File: src/rtl/dcs_pkg.sv
package dcs_pkg;
  typedef enum logic {
    CH_RD = 1'b0,
    CH_WR = 1'b1
  } dcs_chan_e;

  localparam int unsigned NUM_CH = 2;
  localparam logic [31:0] DONE_WORD = 32'h0000_0001;
  localparam int unsigned BASE_ALIGN_BITS = 5;
endpackage

File: src/rtl/dcs_fifo.sv
module dcs_fifo #(
  parameter int unsigned W     = 7,
  parameter int unsigned DEPTH = 16
) (
  input  logic         clk,
  input  logic         rst,
  input  logic         push,
  input  logic [W-1:0] push_data,
  input  logic         pop,
  output logic [W-1:0] head,
  output logic         empty,
  output logic         full
);
  localparam int unsigned PW = (DEPTH > 1) ? $clog2(DEPTH) : 1;

  logic [W-1:0]  mem [DEPTH];
  logic [PW-1:0] wptr, rptr;
  logic [PW:0]   count;
  logic          do_push, do_pop;

  assign empty   = (count == '0);
  assign full    = (count == (PW+1)'(DEPTH));
  assign do_pop  = pop && !empty;
  assign do_push = push && (!full || do_pop);
  assign head    = mem[rptr];

  always_ff @(posedge clk) begin
    if (do_push) mem[wptr] <= push_data;
  end

  always_ff @(posedge clk) begin
    if (rst) begin
      wptr  <= '0;
      rptr  <= '0;
      count <= '0;
    end else begin
      if (do_push) wptr <= (wptr == PW'(DEPTH-1)) ? '0 : wptr + 1'b1;
      if (do_pop)  rptr <= (rptr == PW'(DEPTH-1)) ? '0 : rptr + 1'b1;
      case ({do_push, do_pop})
        2'b10:   count <= count + 1'b1;
        2'b01:   count <= count - 1'b1;
        default: count <= count;
      endcase
    end
  end


  no_overflow_chk: assert property (@(posedge clk) disable iff (rst)
    push |-> (!full || pop));


  no_underflow_chk: assert property (@(posedge clk) disable iff (rst)
    pop |-> !empty);
endmodule

File: src/rtl/dcs_channel.sv
module dcs_channel #(
  parameter int unsigned ADDR_W     = 64,
  parameter int unsigned NUM_DESC   = 128,
  parameter int unsigned ID_W       = 7,
  parameter int unsigned FIFO_DEPTH = 16
) (
  input  logic              clk,
  input  logic              rst,
  input  logic              base_we,
  input  logic [ADDR_W-1:0] base_in,
  input  logic              req_we,
  input  logic [ID_W-1:0]   req_id,
  input  logic              cpl_valid,
  input  logic [ID_W-1:0]   cpl_id,
  input  logic              clr_valid,
  input  logic [ID_W-1:0]   clr_id,
  input  logic              pop,
  output logic              pend,
  output logic [ID_W-1:0]   head_id,
  output logic [ADDR_W-1:0] head_addr
);
  import dcs_pkg::*;

  localparam logic [ADDR_W-1:0] ALIGN_MASK = ~ADDR_W'((1 << BASE_ALIGN_BITS) - 1);

  logic [ADDR_W-1:0]   base_q;
  logic [NUM_DESC-1:0] want_q;
  logic                hit, push, empty, full;

  always_ff @(posedge clk) begin
    if (rst)          base_q <= '0;
    else if (base_we) base_q <= base_in & ALIGN_MASK;
  end

  always_ff @(posedge clk) begin
    if (rst) begin
      want_q <= '0;
    end else begin
      if (clr_valid) want_q[clr_id] <= 1'b0;
      if (req_we)    want_q[req_id] <= 1'b1;
    end
  end

  assign hit  = want_q[cpl_id] || (req_we && (req_id == cpl_id));
  assign push = cpl_valid && hit;

  dcs_fifo #(.W(ID_W), .DEPTH(FIFO_DEPTH)) u_q (
    .clk       (clk),
    .rst       (rst),
    .push      (push),
    .push_data (cpl_id),
    .pop       (pop),
    .head      (head_id),
    .empty     (empty),
    .full      (full)
  );

  assign pend      = !empty;
  assign head_addr = base_q + ADDR_W'({head_id, 2'b00});


  clear_requested_chk: assert property (@(posedge clk) disable iff (rst)
    clr_valid |-> want_q[clr_id]);


  base_aligned_chk: assert property (@(posedge clk) disable iff (rst)
    base_q[BASE_ALIGN_BITS-1:0] == '0);


  fifo_room_chk: assert property (@(posedge clk) disable iff (rst)
    push |-> (!full || pop));
endmodule

File: src/rtl/dcs_arb.sv
module dcs_arb #(
  parameter int unsigned ADDR_W = 64,
  parameter int unsigned ID_W   = 7
) (
  input  logic                clk,
  input  logic                rst,
  input  logic [1:0]          pend,
  input  logic [1:0][ID_W-1:0]   id_in,
  input  logic [1:0][ADDR_W-1:0] addr_in,
  output logic [1:0]          pop,
  output logic [1:0]          clr_valid,
  output logic [ID_W-1:0]     clr_id,
  output logic                mw_valid,
  output logic [ADDR_W-1:0]   mw_addr,
  output logic [31:0]         mw_data,
  input  logic                mw_ready,
  output logic                msi_req,
  output logic                msi_chan
);
  import dcs_pkg::*;

  dcs_chan_e        last_q, gnt, cur_q;
  logic [ID_W-1:0]  cur_id_q;
  logic             load, accept;

  always_comb begin
    if (pend[0] && pend[1]) gnt = (last_q == CH_RD) ? CH_WR : CH_RD;
    else if (pend[1])       gnt = CH_WR;
    else                    gnt = CH_RD;
  end

  assign load   = !mw_valid && (pend != 2'b00);
  assign accept = mw_valid && mw_ready;

  generate
    for (genvar c = 0; c < 2; c++) begin : g_side
      assign pop[c]       = load && (gnt == dcs_chan_e'(c));
      assign clr_valid[c] = accept && (cur_q == dcs_chan_e'(c));
    end
  endgenerate

  assign clr_id = cur_id_q;

  always_ff @(posedge clk) begin
    if (rst) begin
      mw_valid <= 1'b0;
      mw_addr  <= '0;
      mw_data  <= '0;
      cur_q    <= CH_RD;
      cur_id_q <= '0;
      last_q   <= CH_WR;
      msi_req  <= 1'b0;
      msi_chan <= 1'b0;
    end else begin
      msi_req <= accept;
      if (accept) begin
        mw_valid <= 1'b0;
        msi_chan <= cur_q;
      end else if (load) begin
        mw_valid <= 1'b1;
        mw_addr  <= addr_in[gnt];
        mw_data  <= DONE_WORD;
        cur_q    <= gnt;
        cur_id_q <= id_in[gnt];
        last_q   <= gnt;
      end
    end
  end


  hold_stable_chk: assert property (@(posedge clk) disable iff (rst)
    (mw_valid && !mw_ready) |=> (mw_valid && $stable(mw_addr) && $stable(mw_data)));


  msi_follows_accept_chk: assert property (@(posedge clk) disable iff (rst)
    (mw_valid && mw_ready) |=> msi_req);


  msi_single_pulse_chk: assert property (@(posedge clk) disable iff (rst)
    msi_req |=> !msi_req);


  addr_word_chk: assert property (@(posedge clk) disable iff (rst)
    mw_valid |-> (mw_addr[1:0] == 2'b00));


  rr_alternate_chk: assert property (@(posedge clk) disable iff (rst)
    (load && pend[0] && pend[1]) |-> (gnt != last_q));


  one_pop_chk: assert property (@(posedge clk) disable iff (rst)
    $onehot0(pop));
endmodule

File: src/rtl/dma_cpl_status_reporter.sv
module dma_cpl_status_reporter #(
  parameter int unsigned ADDR_W     = 64,
  parameter int unsigned NUM_DESC   = 128,
  parameter int unsigned FIFO_DEPTH = 16,
  parameter int unsigned ID_W       = $clog2(NUM_DESC)
) (
  input  logic              clk,
  input  logic              rst,
  input  logic              rd_base_we,
  input  logic [ADDR_W-1:0] rd_base,
  input  logic              wr_base_we,
  input  logic [ADDR_W-1:0] wr_base,
  input  logic              rd_req_we,
  input  logic [ID_W-1:0]   rd_req_id,
  input  logic              wr_req_we,
  input  logic [ID_W-1:0]   wr_req_id,
  input  logic              rd_cpl_valid,
  input  logic [ID_W-1:0]   rd_cpl_id,
  input  logic              wr_cpl_valid,
  input  logic [ID_W-1:0]   wr_cpl_id,
  output logic              mw_valid,
  output logic [ADDR_W-1:0] mw_addr,
  output logic [31:0]       mw_data,
  input  logic              mw_ready,
  output logic              msi_req,
  output logic              msi_chan
);
  logic [1:0]             base_we_a, req_we_a, cpl_v_a, pend_a, pop_a, clr_v_a;
  logic [1:0][ADDR_W-1:0] base_a, addr_a;
  logic [1:0][ID_W-1:0]   req_id_a, cpl_id_a, id_a;
  logic [ID_W-1:0]        clr_id;

  assign base_we_a = {wr_base_we, rd_base_we};
  assign base_a    = {wr_base, rd_base};
  assign req_we_a  = {wr_req_we, rd_req_we};
  assign req_id_a  = {wr_req_id, rd_req_id};
  assign cpl_v_a   = {wr_cpl_valid, rd_cpl_valid};
  assign cpl_id_a  = {wr_cpl_id, rd_cpl_id};

  generate
    for (genvar c = 0; c < 2; c++) begin : g_ch
      dcs_channel #(
        .ADDR_W(ADDR_W), .NUM_DESC(NUM_DESC), .ID_W(ID_W), .FIFO_DEPTH(FIFO_DEPTH)
      ) u_ch (
        .clk       (clk),
        .rst       (rst),
        .base_we   (base_we_a[c]),
        .base_in   (base_a[c]),
        .req_we    (req_we_a[c]),
        .req_id    (req_id_a[c]),
        .cpl_valid (cpl_v_a[c]),
        .cpl_id    (cpl_id_a[c]),
        .clr_valid (clr_v_a[c]),
        .clr_id    (clr_id),
        .pop       (pop_a[c]),
        .pend      (pend_a[c]),
        .head_id   (id_a[c]),
        .head_addr (addr_a[c])
      );
    end
  endgenerate

  dcs_arb #(.ADDR_W(ADDR_W), .ID_W(ID_W)) u_arb (
    .clk       (clk),
    .rst       (rst),
    .pend      (pend_a),
    .id_in     (id_a),
    .addr_in   (addr_a),
    .pop       (pop_a),
    .clr_valid (clr_v_a),
    .clr_id    (clr_id),
    .mw_valid  (mw_valid),
    .mw_addr   (mw_addr),
    .mw_data   (mw_data),
    .mw_ready  (mw_ready),
    .msi_req   (msi_req),
    .msi_chan  (msi_chan)
  );


  reset_quiet_chk: assert property (@(posedge clk)
    $past(rst) |-> (!mw_valid && !msi_req));
endmodule

File: config.mk
export PLATFORM = sky130hd
export DESIGN_NAME = dma_cpl_status_reporter
export DESIGN_NICKNAME = d
export VERILOG_FILES = /design/src/rtl/dcs_pkg.sv /design/src/rtl/dcs_fifo.sv /design/src/rtl/dcs_channel.sv /design/src/rtl/dcs_arb.sv /design/src/rtl/dma_cpl_status_reporter.sv
export SDC_FILE = /design/constraint.sdc
export NUM_CORES = 2
export LEC_CHECK = 0
export ABC_AREA = 1
export BUFFER_PORTS_ARGS = -buffer_cell sky130_fd_sc_hd__buf_2
export CORE_ASPECT_RATIO = 1.4
export CORE_UTILIZATION = 53
export DETAILED_ROUTE_END_ITERATION = 8
export PLACE_DENSITY_LB_ADDON = 0.08
export SYNTH_ARGS = -nofsm -noshare
export SYNTH_HDL_FRONTEND = slang
export SYNTH_SLANG_ARGS = --single-unit
export TNS_END_PERCENT = 50
File: constraint.sdc
create_clock -name clk -period 4.2 [get_ports clk]
set_input_delay 0.21 -clock clk [delete_from_list [all_inputs] [get_ports clk]]
set_output_delay 0.21 -clock clk [all_outputs]
set_load 0.02 [all_outputs]
==> key figures <==
Synth
  • Ys Warns: 0
  • Register area share after synthesis: 47.3%
  • Post-synth cell types: 59
  • Top cells by area, synth: dfxtp_1 28%, edfxtp_1 19%, nand2_1 11%
  • Flops & latches, synth: 704
  • Post-Syn Area: 34500 µm²
  • Predominant post-synthesis flop cell: dfxtp_1
  • Top cell type's share of synthesized area: 27.8%
  • Post-synth EDFFs: 224
  • Async SR Flop Fraction: 0%
  • Area leader, netlist: dfxtp_1
  • Gate Count Post-Synth: 4510
  • Top-count cell post-synth: nand2_1
  • Most frequent cells after synthesis: 1046 x nand2_1, 518 x o21ai_0, 480 x dfxtp_1
  • Post-Syn Area per Cell: 7.65 µm²

Clock network
  • Clock-pin slew on the worst setup and hold paths: 60 ps
  • Postcts setup bufs: 0
  • CTS tree: yes
  • Cts bufs inserted: 73
  • CTS sink cnt: 704
  • H-tree levels: 3
  • Root buffer cell: clkbuf_16
  • Worst-skew pair later-pin latency: 640 ps
  • Clk buf depth: 3

Timing
  • Min Tclk post-route: 3890 ps
  • Normalized max-slew margin: 24.5%
  • Fmax: 0.257 GHz
  • Max-slew violation count: 0
  • Slew @ Worst Pin: 1130 ps
  • Fin crit share: 92.7%
  • Final-report hold violation count: 0
  • Final setup violating endpoints: 0
  • Clock Skews: 25.5 ps
  • Final TNS setup: 0 ps
  • RSZ-0062 raised after global routing: false
  • Final WS setup: 306 ps

Critical path
  • CP Class: flip-flop to flip-flop
  • Worst Setup End Kind: flip-flop
  • CP Cell Sequence: buf_4 > mux2i_1 > o21ai_0 > o211ai_1 > nand2_1 > ha_1 > nand2_1 > nand2_1 > a31oi_1 > o21ai_4 > nand2_2 > nor2_4 > inv_2 > nor2_4 > nand3_2 > nor2_1 > xor2_1 > nand2_1 > nand2_1 > o211ai_1 > inv_1
  • Critical Path Slowest Stage Cell: dfxtp_2
  • Element type at the critical path start: flip-flop
  • CP arrival: 4460 ps
  • CP max stage delay: 620 ps
  • CP required: 4770 ps
  • Crit-path max FO: 21
  • Most numerous cell on the critical path: nand2_1
  • Worst reg-to-reg path cell count: 21

Power and ir drop
  • Leak: 0.0148 µW
  • PwrDens: 504 nW/µm²
  • Total Power: 20400 µW
  • Peak VDD IR: 431 µV

Placement
  • IO buf count: 220
  • Detailed placement HPWL: 95200 µm
  • GPL Wtd Cong: 1.03
  • DP Worst Slack: 318 ps

GRT
  • Total global routing overflow: 0
  • Tot GR Track Use: 40.5%
  • Vias in the first global route: 32600
  • Pin count of the biggest net entering global routing: 110
  • First-pass GRT wire length: 199000 µm
  • Initial antenna violation count: 3

Drt
  • DRC viols: 0
  • Post-Route WL: 136000 µm
  • Drt first pass iters: 9
  • Vias: 34000
  • Routed vias/inst: 5.94
  • DRT iter0 DRCs: 3631
  • Drt wl/cell: 23.7 µm
  • Final ANT Viol Nets: 0

Cells and area
  • Area grow syn2layout: 17.4%
  • Share of cells above drive strength 1: 11.7%
  • Final nets: 5021

Job
  • Max-cap violations: 0

Floorplan
  • # rows: 110
  • Die height: 304 µm
  • Io pins: 264
  • Die area: 66200 µm²
  • Core Area: 64400 µm²
  • Die width: 218 µm
  • Starting Density: 53.6%

Worst hold path
  • Worst hold path type: input pin to flip-flop
  • Hold Path Cell Cnt: 1

Status
  • Status: finished, final reports clean
-- cell usage in the layout, fill, tap and decap left out, types with 75 or more instances in the layout --
cell type      instances
dlygate4sd3_1        126
buf_4                135
nand2_1             1045
dfxtp_1              479
o21ai_0              518
clkbuf_16             75
a21oi_1              465
nand3_1              317
nor2_1               372
buf_2                219
edfxtp_1             224
inv_1                288
-- power by group --
part	leakage [µW]	internal [µW]	switching, µW
clock	0.00118	4010	2850
sequential	0.00593	7400	399
combinational	0.00770	1660	4120
-- per-layer routing --
| metal | global-route usage [%] | share of wire, % | vias up |
|---|---|---|---|
| met3 | 5.83 | 8.0 | 519 |
| li1 | - | - | 15900 |
| met5 | 0 | 0.0096 | - |
| met2 | 67.9 | 48 | 1791 |
| met1 | 46.2 | 36 | 15800 |
| met4 | 30.9 | 8.3 | 2 |
-- final timing paths --
kind | from | to | slack, ps
worst max register to register | flip-flop | u_arb.mw_addr[56]$_SDFFE_PP0P_ | 310
worst min register to register | u_arb.mw_addr[48]$_SDFFE_PP0P_ | u_arb.mw_addr[48]$_SDFFE_PP0P_ | 460
worst min-delay path | wr_cpl_id[2] | g_ch[1].u_ch.u_q.mem[5][2]$_DFFE_PP_ | 20
worst max-delay path | flip-flop | u_arb.mw_addr[56]$_SDFFE_PP0P_ | 310
-- logic make-up (layout without fill, tap and decap cells) --
logic type | Yosys count | after routing | synth area share (%)
AND/OR/NAND/NOR | 1949 | 1949 | 24.2
XOR/XNOR | 65 | 65 | 1.65
buffers and inverters | 592 | 932 | 7.24
flip-flops | 704 | 704 | 47.3
multiplexers | 28 | 28 | 0.812
other | 1 | 37 | 0.0109
adder cells (fa/ha/maj) | 28 | 28 | 1.10
AO/OA/AOI/OAI | 1143 | 1143 | 17.7
-- through the flow --
step | std cells | hold slack [ps] | area, µm² | utilization (%)
global placement | 5467 | 437 | 36800 | 57.1
finish | 5726 | 20.5 | 40500 | 62.9
CTS | 5722 | 1.27 | 40500 | 62.9
detailed placement | 5467 | 439 | 36800 | 57.1
global route | 5722 | 15.2 | 40500 | 62.9
floorplan | 4542 | 309 | 34600 | -
-- sequential cells by signal, summed over array words and instances, names as in the netlist, named ones only --
register / count
g_ch.u_ch.u_q.wptr: 8
u_arb.mw_addr: 59
u_arb.msi_chan: 1
g_ch.u_ch.u_q.mem: 224
u_arb.clr_id: 7
g_ch.u_ch.want_q: 256
u_arb.msi_req: 1
u_arb.last_q: 1
g_ch.u_ch.base_q: 118
g_ch.u_ch.u_q.rptr: 8
u_arb.mw_valid: 1
g_ch.u_ch.u_q.count: 10
u_arb.cur_q: 1
u_arb.mw_data: 1
-- area by class of cell --
type | instances | area [µm²]
antenna | 4 | 10.0
multi-input combinational | 3246 | 15900
fill | 5929 | 23900
timing repair buffer | 490 | 3570
clock inverter | 37 | 489
inverter | 313 | 1180
clock buffer | 92 | 1970
sequential | 704 | 16300
tap | 840 | 1050
-- critical path: cells and delay by family (launching register included) --
| kind | cells | cell delay [ps] |
|---|---|---|
| and+or+nand+nor | 10 | 1220 |
| DFF | 1 | 620 |
| buffers and inverters | 3 | 450 |
| xor gates and xnor gates | 1 | 150 |
| adders and majority gates | 1 | 360 |
| muxes | 1 | 190 |
| AOI/OAI and AO/OA | 5 | 820 |
-- what timing repair did --
item | 4_1_cts | 5_1_grt
resized for setup | 0 | 2
setup endpoints to repair | 0 | 3
hold buffers | 126 | 0
hold endpoints to repair | 179 | 0
Note: power is estimated with default switching activity, not from simulation.
